==> src/rtl/ptw_pkg.sv <==
package ptw_pkg;
  typedef enum logic [1:0] {
    DT_INV   = 2'd0,
    DT_PAGE  = 2'd1,
    DT_SHORT = 2'd2,
    DT_LONG  = 2'd3
  } dtype_e;

  typedef enum logic [1:0] {
    CAUSE_NONE  = 2'd0,
    CAUSE_INV   = 2'd1,
    CAUSE_WPROT = 2'd2,
    CAUSE_TYPE  = 2'd3
  } cause_e;

  typedef enum logic [2:0] {
    ST_IDLE,
    ST_RD_LA,
    ST_RD_LB,
    ST_RD_S,
    ST_EVAL,
    ST_WR_U,
    ST_WR_M,
    ST_DONE
  } state_e;

  localparam int unsigned WORD_W  = 32;
  localparam int unsigned BIT_WP  = 2;
  localparam int unsigned BIT_USE = 3;
  localparam int unsigned BIT_MOD = 4;
endpackage

==> src/rtl/ptw_desc_check.sv <==
module ptw_desc_check
  import ptw_pkg::*;
(
  input  logic [4:0] attr_i,
  input  logic [1:0] lvl_i,
  input  logic       write_i,
  output logic       fault_o,
  output cause_e     cause_o,
  output logic       is_page_o,
  output logic       need_used_o,
  output logic       need_mod_o
);
  dtype_e dt;
  logic   type_ok;

  always_comb begin
    dt = dtype_e'(attr_i[1:0]);
    unique case (lvl_i)
      2'd0:    type_ok = (dt == DT_LONG);
      2'd1:    type_ok = (dt == DT_PAGE) || (dt == DT_SHORT);
      2'd2:    type_ok = (dt == DT_SHORT);
      default: type_ok = (dt == DT_PAGE);
    endcase
    fault_o = 1'b1;
    cause_o = CAUSE_NONE;
    if (dt == DT_INV)                                     cause_o = CAUSE_INV;
    else if (!type_ok)                                    cause_o = CAUSE_TYPE;
    else if (write_i && attr_i[BIT_WP] && lvl_i != 2'd0)  cause_o = CAUSE_WPROT;
    else                                                  fault_o = 1'b0;
    is_page_o   = (dt == DT_PAGE);
    // root pointer is a register: never written back
    need_used_o = !fault_o && !attr_i[BIT_USE] && (lvl_i != 2'd0);
    need_mod_o  = !fault_o && is_page_o && write_i && !attr_i[BIT_MOD];
  end
endmodule

==> src/rtl/ptw_addr_gen.sv <==
module ptw_addr_gen #(
  parameter int unsigned A_W   = 7,
  parameter int unsigned B_W   = 7,
  parameter int unsigned C_W   = 5,
  parameter int unsigned OFF_W = 13
) (
  input  logic [31:0] base_i,
  input  logic [31:0] va_i,
  input  logic [1:0]  lvl_i,
  output logic [31:0] entry_o,
  output logic [31:0] pa_big_o,
  output logic [31:0] pa_small_o
);
  localparam int unsigned C_LSB = OFF_W;
  localparam int unsigned B_LSB = C_LSB + C_W;
  localparam int unsigned A_LSB = B_LSB + B_W;
  localparam int unsigned VA_W  = A_LSB + A_W;

  logic [31:0] tbl, off;

  always_comb begin
    tbl = base_i & ~32'hF;
    unique case (lvl_i)
      2'd1:    off = 32'(va_i[A_LSB +: A_W]) << 3;
      2'd2:    off = 32'(va_i[B_LSB +: B_W]) << 2;
      default: off = 32'(va_i[C_LSB +: C_W]) << 2;
    endcase
    entry_o    = tbl + off;
    pa_big_o   = {base_i[31:A_LSB], va_i[A_LSB-1:0]};
    pa_small_o = {base_i[31:OFF_W], va_i[OFF_W-1:0]};
  end

  initial begin
    if (VA_W != 32) $error("index split must cover 32 VA bits");
  end
endmodule

==> src/rtl/ptw_walker.sv <==
module ptw_walker
  import ptw_pkg::*;
#(
  parameter int unsigned A_W   = 7,
  parameter int unsigned B_W   = 7,
  parameter int unsigned C_W   = 5,
  parameter int unsigned OFF_W = 13
) (
  input  logic        clk_i,
  input  logic        rst_ni,
  input  logic        start_i,
  input  logic [31:0] va_i,
  input  logic        write_i,
  input  logic [63:0] root_ptr_i,
  output logic        busy_o,
  output logic        done_o,
  output logic [31:0] pa_o,
  output logic        fault_o,
  output logic [1:0]  cause_o,
  output logic [1:0]  level_o,
  output logic        mem_req_o,
  output logic        mem_we_o,
  output logic [31:0] mem_addr_o,
  output logic [31:0] mem_wdata_o,
  input  logic        mem_ack_i,
  input  logic [31:0] mem_rdata_i
);
  state_e      state_q;
  logic [31:0] va_q, desc_q, base_q, cur_q, pa_q;
  logic        wr_q, fault_q;
  logic [1:0]  lvl_q, flvl_q;
  cause_e      cause_q;

  logic        idle;
  logic [4:0]  chk_attr;
  logic [1:0]  chk_lvl, gen_lvl;
  logic [31:0] gen_base, gen_va, entry, pa_big, pa_small;
  logic        chk_fault, chk_page, chk_used, chk_mod, chk_wr;
  cause_e      chk_cause;

  assign idle     = (state_q == ST_IDLE);
  assign chk_attr = idle ? root_ptr_i[36:32] : desc_q[4:0];
  assign chk_lvl  = idle ? 2'd0 : lvl_q;
  assign chk_wr   = idle ? write_i : wr_q;
  assign gen_base = idle ? root_ptr_i[31:0] : base_q;
  assign gen_va   = idle ? va_i : va_q;
  assign gen_lvl  = idle ? 2'd1 : lvl_q + 2'd1;

  ptw_desc_check u_chk (
    .attr_i      (chk_attr),
    .lvl_i       (chk_lvl),
    .write_i     (chk_wr),
    .fault_o     (chk_fault),
    .cause_o     (chk_cause),
    .is_page_o   (chk_page),
    .need_used_o (chk_used),
    .need_mod_o  (chk_mod)
  );

  ptw_addr_gen #(.A_W(A_W), .B_W(B_W), .C_W(C_W), .OFF_W(OFF_W)) u_gen (
    .base_i     (gen_base),
    .va_i       (gen_va),
    .lvl_i      (gen_lvl),
    .entry_o    (entry),
    .pa_big_o   (pa_big),
    .pa_small_o (pa_small)
  );

  always_ff @(posedge clk_i or negedge rst_ni) begin
    if (!rst_ni) begin
      state_q <= ST_IDLE;
      va_q    <= '0;
      wr_q    <= 1'b0;
      lvl_q   <= '0;
      desc_q  <= '0;
      base_q  <= '0;
      cur_q   <= '0;
      pa_q    <= '0;
      fault_q <= 1'b0;
      cause_q <= CAUSE_NONE;
      flvl_q  <= '0;
    end else begin
      unique case (state_q)
        ST_IDLE: if (start_i) begin
          va_q <= va_i;
          wr_q <= write_i;
          if (chk_fault) begin
            pa_q    <= '0;
            fault_q <= 1'b1;
            cause_q <= chk_cause;
            flvl_q  <= 2'd0;
            state_q <= ST_DONE;
          end else begin
            cur_q   <= entry;
            lvl_q   <= 2'd1;
            state_q <= ST_RD_LA;
          end
        end
        ST_RD_LA: if (mem_ack_i) begin
          desc_q  <= mem_rdata_i;
          state_q <= ST_RD_LB;
        end
        ST_RD_LB: if (mem_ack_i) begin
          base_q  <= mem_rdata_i;
          state_q <= ST_EVAL;
        end
        ST_RD_S: if (mem_ack_i) begin
          desc_q  <= mem_rdata_i;
          base_q  <= mem_rdata_i;
          state_q <= ST_EVAL;
        end
        ST_EVAL: begin
          if (chk_fault) begin
            pa_q    <= '0;
            fault_q <= 1'b1;
            cause_q <= chk_cause;
            flvl_q  <= lvl_q;
            state_q <= ST_DONE;
          end else if (chk_used) begin
            state_q <= ST_WR_U;
          end else if (chk_mod) begin
            state_q <= ST_WR_M;
          end else if (chk_page) begin
            pa_q    <= (lvl_q == 2'd1) ? pa_big : pa_small;
            fault_q <= 1'b0;
            cause_q <= CAUSE_NONE;
            flvl_q  <= lvl_q;
            state_q <= ST_DONE;
          end else begin
            cur_q   <= entry;
            lvl_q   <= lvl_q + 2'd1;
            state_q <= ST_RD_S;
          end
        end
        // re-evaluate after each status write so the next step sees updated bits
        ST_WR_U: if (mem_ack_i) begin
          desc_q[BIT_USE] <= 1'b1;
          state_q         <= ST_EVAL;
        end
        ST_WR_M: if (mem_ack_i) begin
          desc_q[BIT_MOD] <= 1'b1;
          state_q         <= ST_EVAL;
        end
        default: state_q <= ST_IDLE;
      endcase
    end
  end

  always_comb begin
    mem_req_o   = (state_q == ST_RD_LA) || (state_q == ST_RD_LB) || (state_q == ST_RD_S) ||
                  (state_q == ST_WR_U)  || (state_q == ST_WR_M);
    mem_we_o    = (state_q == ST_WR_U) || (state_q == ST_WR_M);
    mem_addr_o  = cur_q + ((state_q == ST_RD_LB) ? 32'd4 : 32'd0);
    mem_wdata_o = '0;
    if (state_q == ST_WR_U) mem_wdata_o = desc_q | (32'd1 << BIT_USE);
    if (state_q == ST_WR_M) mem_wdata_o = desc_q | (32'd1 << BIT_MOD);
  end

  assign busy_o  = !idle;
  assign done_o  = (state_q == ST_DONE);
  assign pa_o    = pa_q;
  assign fault_o = fault_q;
  assign cause_o = cause_q;
  assign level_o = flvl_q;

  a_r1_idle_quiet: assert property (@(posedge clk_i) disable iff (!rst_ni)
    !busy_o |-> !mem_req_o && !done_o);
  a_r13_req_hold: assert property (@(posedge clk_i) disable iff (!rst_ni)
    mem_req_o && !mem_ack_i |=> mem_req_o && $stable(mem_addr_o) && $stable(mem_we_o) && $stable(mem_wdata_o));
  a_r11_done_pulse: assert property (@(posedge clk_i) disable iff (!rst_ni)
    done_o |=> !done_o);
  a_r11_result_hold: assert property (@(posedge clk_i) disable iff (!rst_ni)
    1'b1 |=> done_o || ($stable(pa_o) && $stable(fault_o) && $stable(cause_o)));
  a_r10_fault_pa_zero: assert property (@(posedge clk_i) disable iff (!rst_ni)
    done_o && fault_o |-> pa_o == 32'd0 && cause_o != 2'd0);
  a_r5_ok_cause: assert property (@(posedge clk_i) disable iff (!rst_ni)
    done_o && !fault_o |-> cause_o == 2'd0);
  a_r8_wb_used_set: assert property (@(posedge clk_i) disable iff (!rst_ni)
    mem_req_o && mem_we_o |-> mem_wdata_o[BIT_USE]);
endmodule

==> config.mk <==
export PLATFORM = sky130hd
export DESIGN_NAME = ptw_walker
export DESIGN_NICKNAME = d
export VERILOG_FILES = /design/src/rtl/ptw_pkg.sv /design/src/rtl/ptw_desc_check.sv /design/src/rtl/ptw_addr_gen.sv /design/src/rtl/ptw_walker.sv
export SDC_FILE = /design/constraint.sdc
export NUM_CORES = 1
export LEC_CHECK = 0
export ABC_AREA = 1
export BUFFER_PORTS_ARGS = -buffer_cell sky130_fd_sc_hd__buf_4
export CAP_MARGIN = 10
export CORE_MARGIN = 10
export CORE_UTILIZATION = 30
export DETAILED_ROUTE_END_ITERATION = 6
export GPL_ROUTABILITY_DRIVEN = 0
export SYNTH_ARGS = -nofsm -noshare
export SYNTH_HDL_FRONTEND = slang
export SYNTH_SLANG_ARGS = --single-unit
==> constraint.sdc <==
create_clock -name clk_i -period 5 [get_ports clk_i]
set_input_delay 0.5 -clock clk_i [delete_from_list [all_inputs] [get_ports clk_i]]
set_output_delay 0.5 -clock clk_i [all_outputs]
set_load 0.02 [all_outputs]
==> impl_metrics.csv <==
group,metric,value,unit
global_routing,overflow,0,
route,dr.pass1.iters,5,
pwr,ir_drop,342,µV
cells_and_area,final_cells,1861,
clock_network,cts_setup_buffers,0,
critical_path,path_max_fanout,7,
pwr,power_density,733,nW/µm²
clock_network,tritoncts,"built",
placement,dp.cells,1829,
pwr,swShare,0.506,
yosys,synth_cells,1269,
pwr,clkPwrFrac,0.153,
pwr,intPower,4.33,mW
timing,worst_pin_slew,1.11,ns
critical_path,crit_type,"flop to output port",
yosys,synth_edf_count,0,
cells_and_area,area_growth,25.4,%
critical_path,cpPeakStageDelay,0.62,ns
worst_hold_path,min_path_type,"input pin to asynchronous set/reset pin",
yosys,ys_ff_latch,165,
global_routing,grt_pass1_vias,8492,
clock_network,clkSlewWorstSetupHoldPaths,0.07,ns
yosys,synth_cell_types,43,
yosys,synth.area.top_cells,"dfrtp_1 (43%), nand2_1 (15%), nand3_1 (5.6%), nor2_1 (5.4%), o21ai_0 (5.4%)",
pwr,p_leak,6.21,nW
pwr,p_seq_frac,0.263,
clock_network,clock_sinks,165,
timing,setup_tns,0,ns
timing,fin_hold_ws,0.102,ns
cells_and_area,nNetsFinal,1593,
yosys,ys.flop_type,"dfrtp_1",
critical_path,crit_required,4.50,ns
clock_network,cts_made_buffers,17,
route,drt-total-wl,30.7,mm
critical_path,worstSetupStartpointType,"flop",
critical_path,crit_path_cell_trace,"inv_1 -> nor3_1 -> ha_1 -> ha_1 -> nand3_1 -> nor2_1 -> nand4_1 -> nor2_1 -> nand3_1 -> nor2_1 -> nand3_1 -> xnor2_1 -> buf_4",
timing,timing.final.crit_share,0.848,
pwr,p_sw,4.42,mW
timing,rsz0062_at_grt,"false",
floorplan,num_rows,65,
timing,drv_slew,0,
yosys,synth_top_area_cell,"dfrtp_1",
cells_and_area,final_common_cell,"nand2_1",
timing,setup_viol,0,
critical_path,arrival,3.74,ns
route,vias,8627,
yosys,yosysSeqAreaShare,0.434,
floorplan,die_area,39300,µm²
timing,fin_skew,0.0189,ns
floorplan,coreArea,31400,µm²
global_routing,grt_pass1_wl,48.0,mm
yosys,ys_warn_count,0,
floorplan,ios,238,
yosys,netlist_area,9520,µm²
timing,hold_viol_final,0,
global_routing,antenna_found_initial,0,
placement,port_buffers,204,
cells_and_area,drive_gt1_frac,0.211,
yosys,async_reset_ff_frac,1.00,
run_status,status,"completed",
global_routing,track_usage,0.156,
critical_path,slowest_stage,"nor3_1",
timing,fmax,0.236,GHz
clock_network,cts_root_buf,"clkbuf_16",
timing,max_slew_margin,0.255,
cells_and_area,layout_common_cells,"nand2_1 (368), buf_4 (215), dfrtp_1 (165)",
clock_network,htree_levels,4,
critical_path,cp-end-kind,"output port",
placement,dp_hpwl,23.9,mm
route,drt_iter0_drc,721,
clock_network,worst_skew_pair.late_latency,0.45,ns
route,routed_via_density,4.64,
route,wl_per_cell,16.5,µm
route,detail-route-antenna-nets,0,
clock_network,cts_resized,0,
floorplan,initial_core_util,0.303,
clock_network,cts_buffer_depth,2,
clock_network,holdBufCountCts,0,
yosys,syn-mean-instance-area,7.50,µm²
run,cap_violations,0,
cells_and_area,antenna_cells,0,
global_routing,grt_max_degree,84,
route,route.detailed.drc,0,
timing,period_minus_slack,4.24,ns
floorplan,die_h,198,µm
floorplan,fp.dieW,198,µm
pwr,share_comb_of_total_power,0.584,
yosys,synth_top_area_share,0.434,
==> synthesized netlist by cell type (3+ instances only) <==
master / number
nand2_1: 368
dfrtp_1: 165
nor2_1: 138
inv_1: 126
nand3_1: 107
o21ai_0: 103
xor2_1: 32
mux2_2: 29
a21oi_1: 24
clkbuf_1: 24
nand4_1: 19
buf_2: 16
ha_1: 13
o21ai_1: 12
buf_4: 11
nor3_1: 11
xnor2_1: 10
buf_6: 7
inv_2: 6
nor2_2: 4
o221ai_1: 4
o22ai_1: 4
or2_2: 4
nand2_4: 3
o211ai_1: 3
o21ai_2: 3
==> final timing paths <==
path,from,endpoint,slack [ns],cells past startpoint
max reg2reg,state_q[1],cur_q[16],1.03,20
min reg2reg,pa_o[7],pa_o[7],0.47,2
min in group clk_i,mem_rdata_i[0],desc_q[0],0.27,3
min,rst_ni,pa_o[1],0.10,1
max in group asynchronous,rst_ni,va_q[11],3.76,2
max,state_q[1],mem_addr_o[22],0.76,13
==> power by group through the flow <==
stage,clock (mW),combinational (mW),sequential (mW)
after global routing,1.42,5.73,2.38
after floorplan,0,3.54,2.31
after global placement,0,5.04,2.30
after detailed placement,0,5.13,2.32
after CTS,1.37,5.14,2.30
final,1.34,5.11,2.30
==> sequential cells by signal, indices dropped and copies added, names as in the netlist <==
register	flops
state_q	3
wr_q	1
va_q	32
level_o	2
lvl_q	2
base_q	28
cause_o	2
cur_q	30
pa_o	32
fault_o	1
desc_q	32
==> stage by stage <==
step	power (mW)	setup slack (ns)	util	area, µm²
floorplan	5.85	0.922	-	9520
global placement	7.34	1.21	0.361	11300
detailed placement	7.44	1.10	0.361	11300
CTS	8.81	0.713	0.380	11900
global route	9.52	0.451	0.380	11900
finish	8.75	0.762	0.380	11900
==> layer usage <==
metal / GRT usage / wire length [µm] / part of all wire
met1: 0.207 / 14200 / 0.46
met2: 0.236 / 13700 / 0.44
met3: 0.0545 / 2410 / 0.078
met4: 0.0413 / 442 / 0.014
met5: 0 / 0 / 0
==> layout make-up <==
cell class | instances | area [µm²]
Fill cell | 3317 | 19500
Multi-Input combinational cell | 914 | 4580
Sequential cell | 165 | 4130
Timing Repair Buffer | 216 | 1630
Tap cell | 402 | 503
Inverter | 132 | 495
Clock buffer | 17 | 425
Clock inverter | 15 | 180
==> logic make-up after synthesis <==
group / share of synthesized area
AO/OA/AOI/OAI: 0.0904
XOR/XNOR: 0.0386
adder cells (fa/ha/maj): 0.0192
buffers and inverters: 0.0873
flip-flops: 0.434
multiplexers: 0.0354
other: 0.000394
AND/OR/NAND/NOR: 0.295
==> critical path, delay by kind of cell, from the launching register on <==
kind	cells	cell delay (ns)
buf+inv	2	0.29
xor+xnor	1	0.20
flops	1	0.51
simple gates	8	1.81
fa+ha+maj	2	0.48
Note: power is estimated with default switching activity, not from simulation.
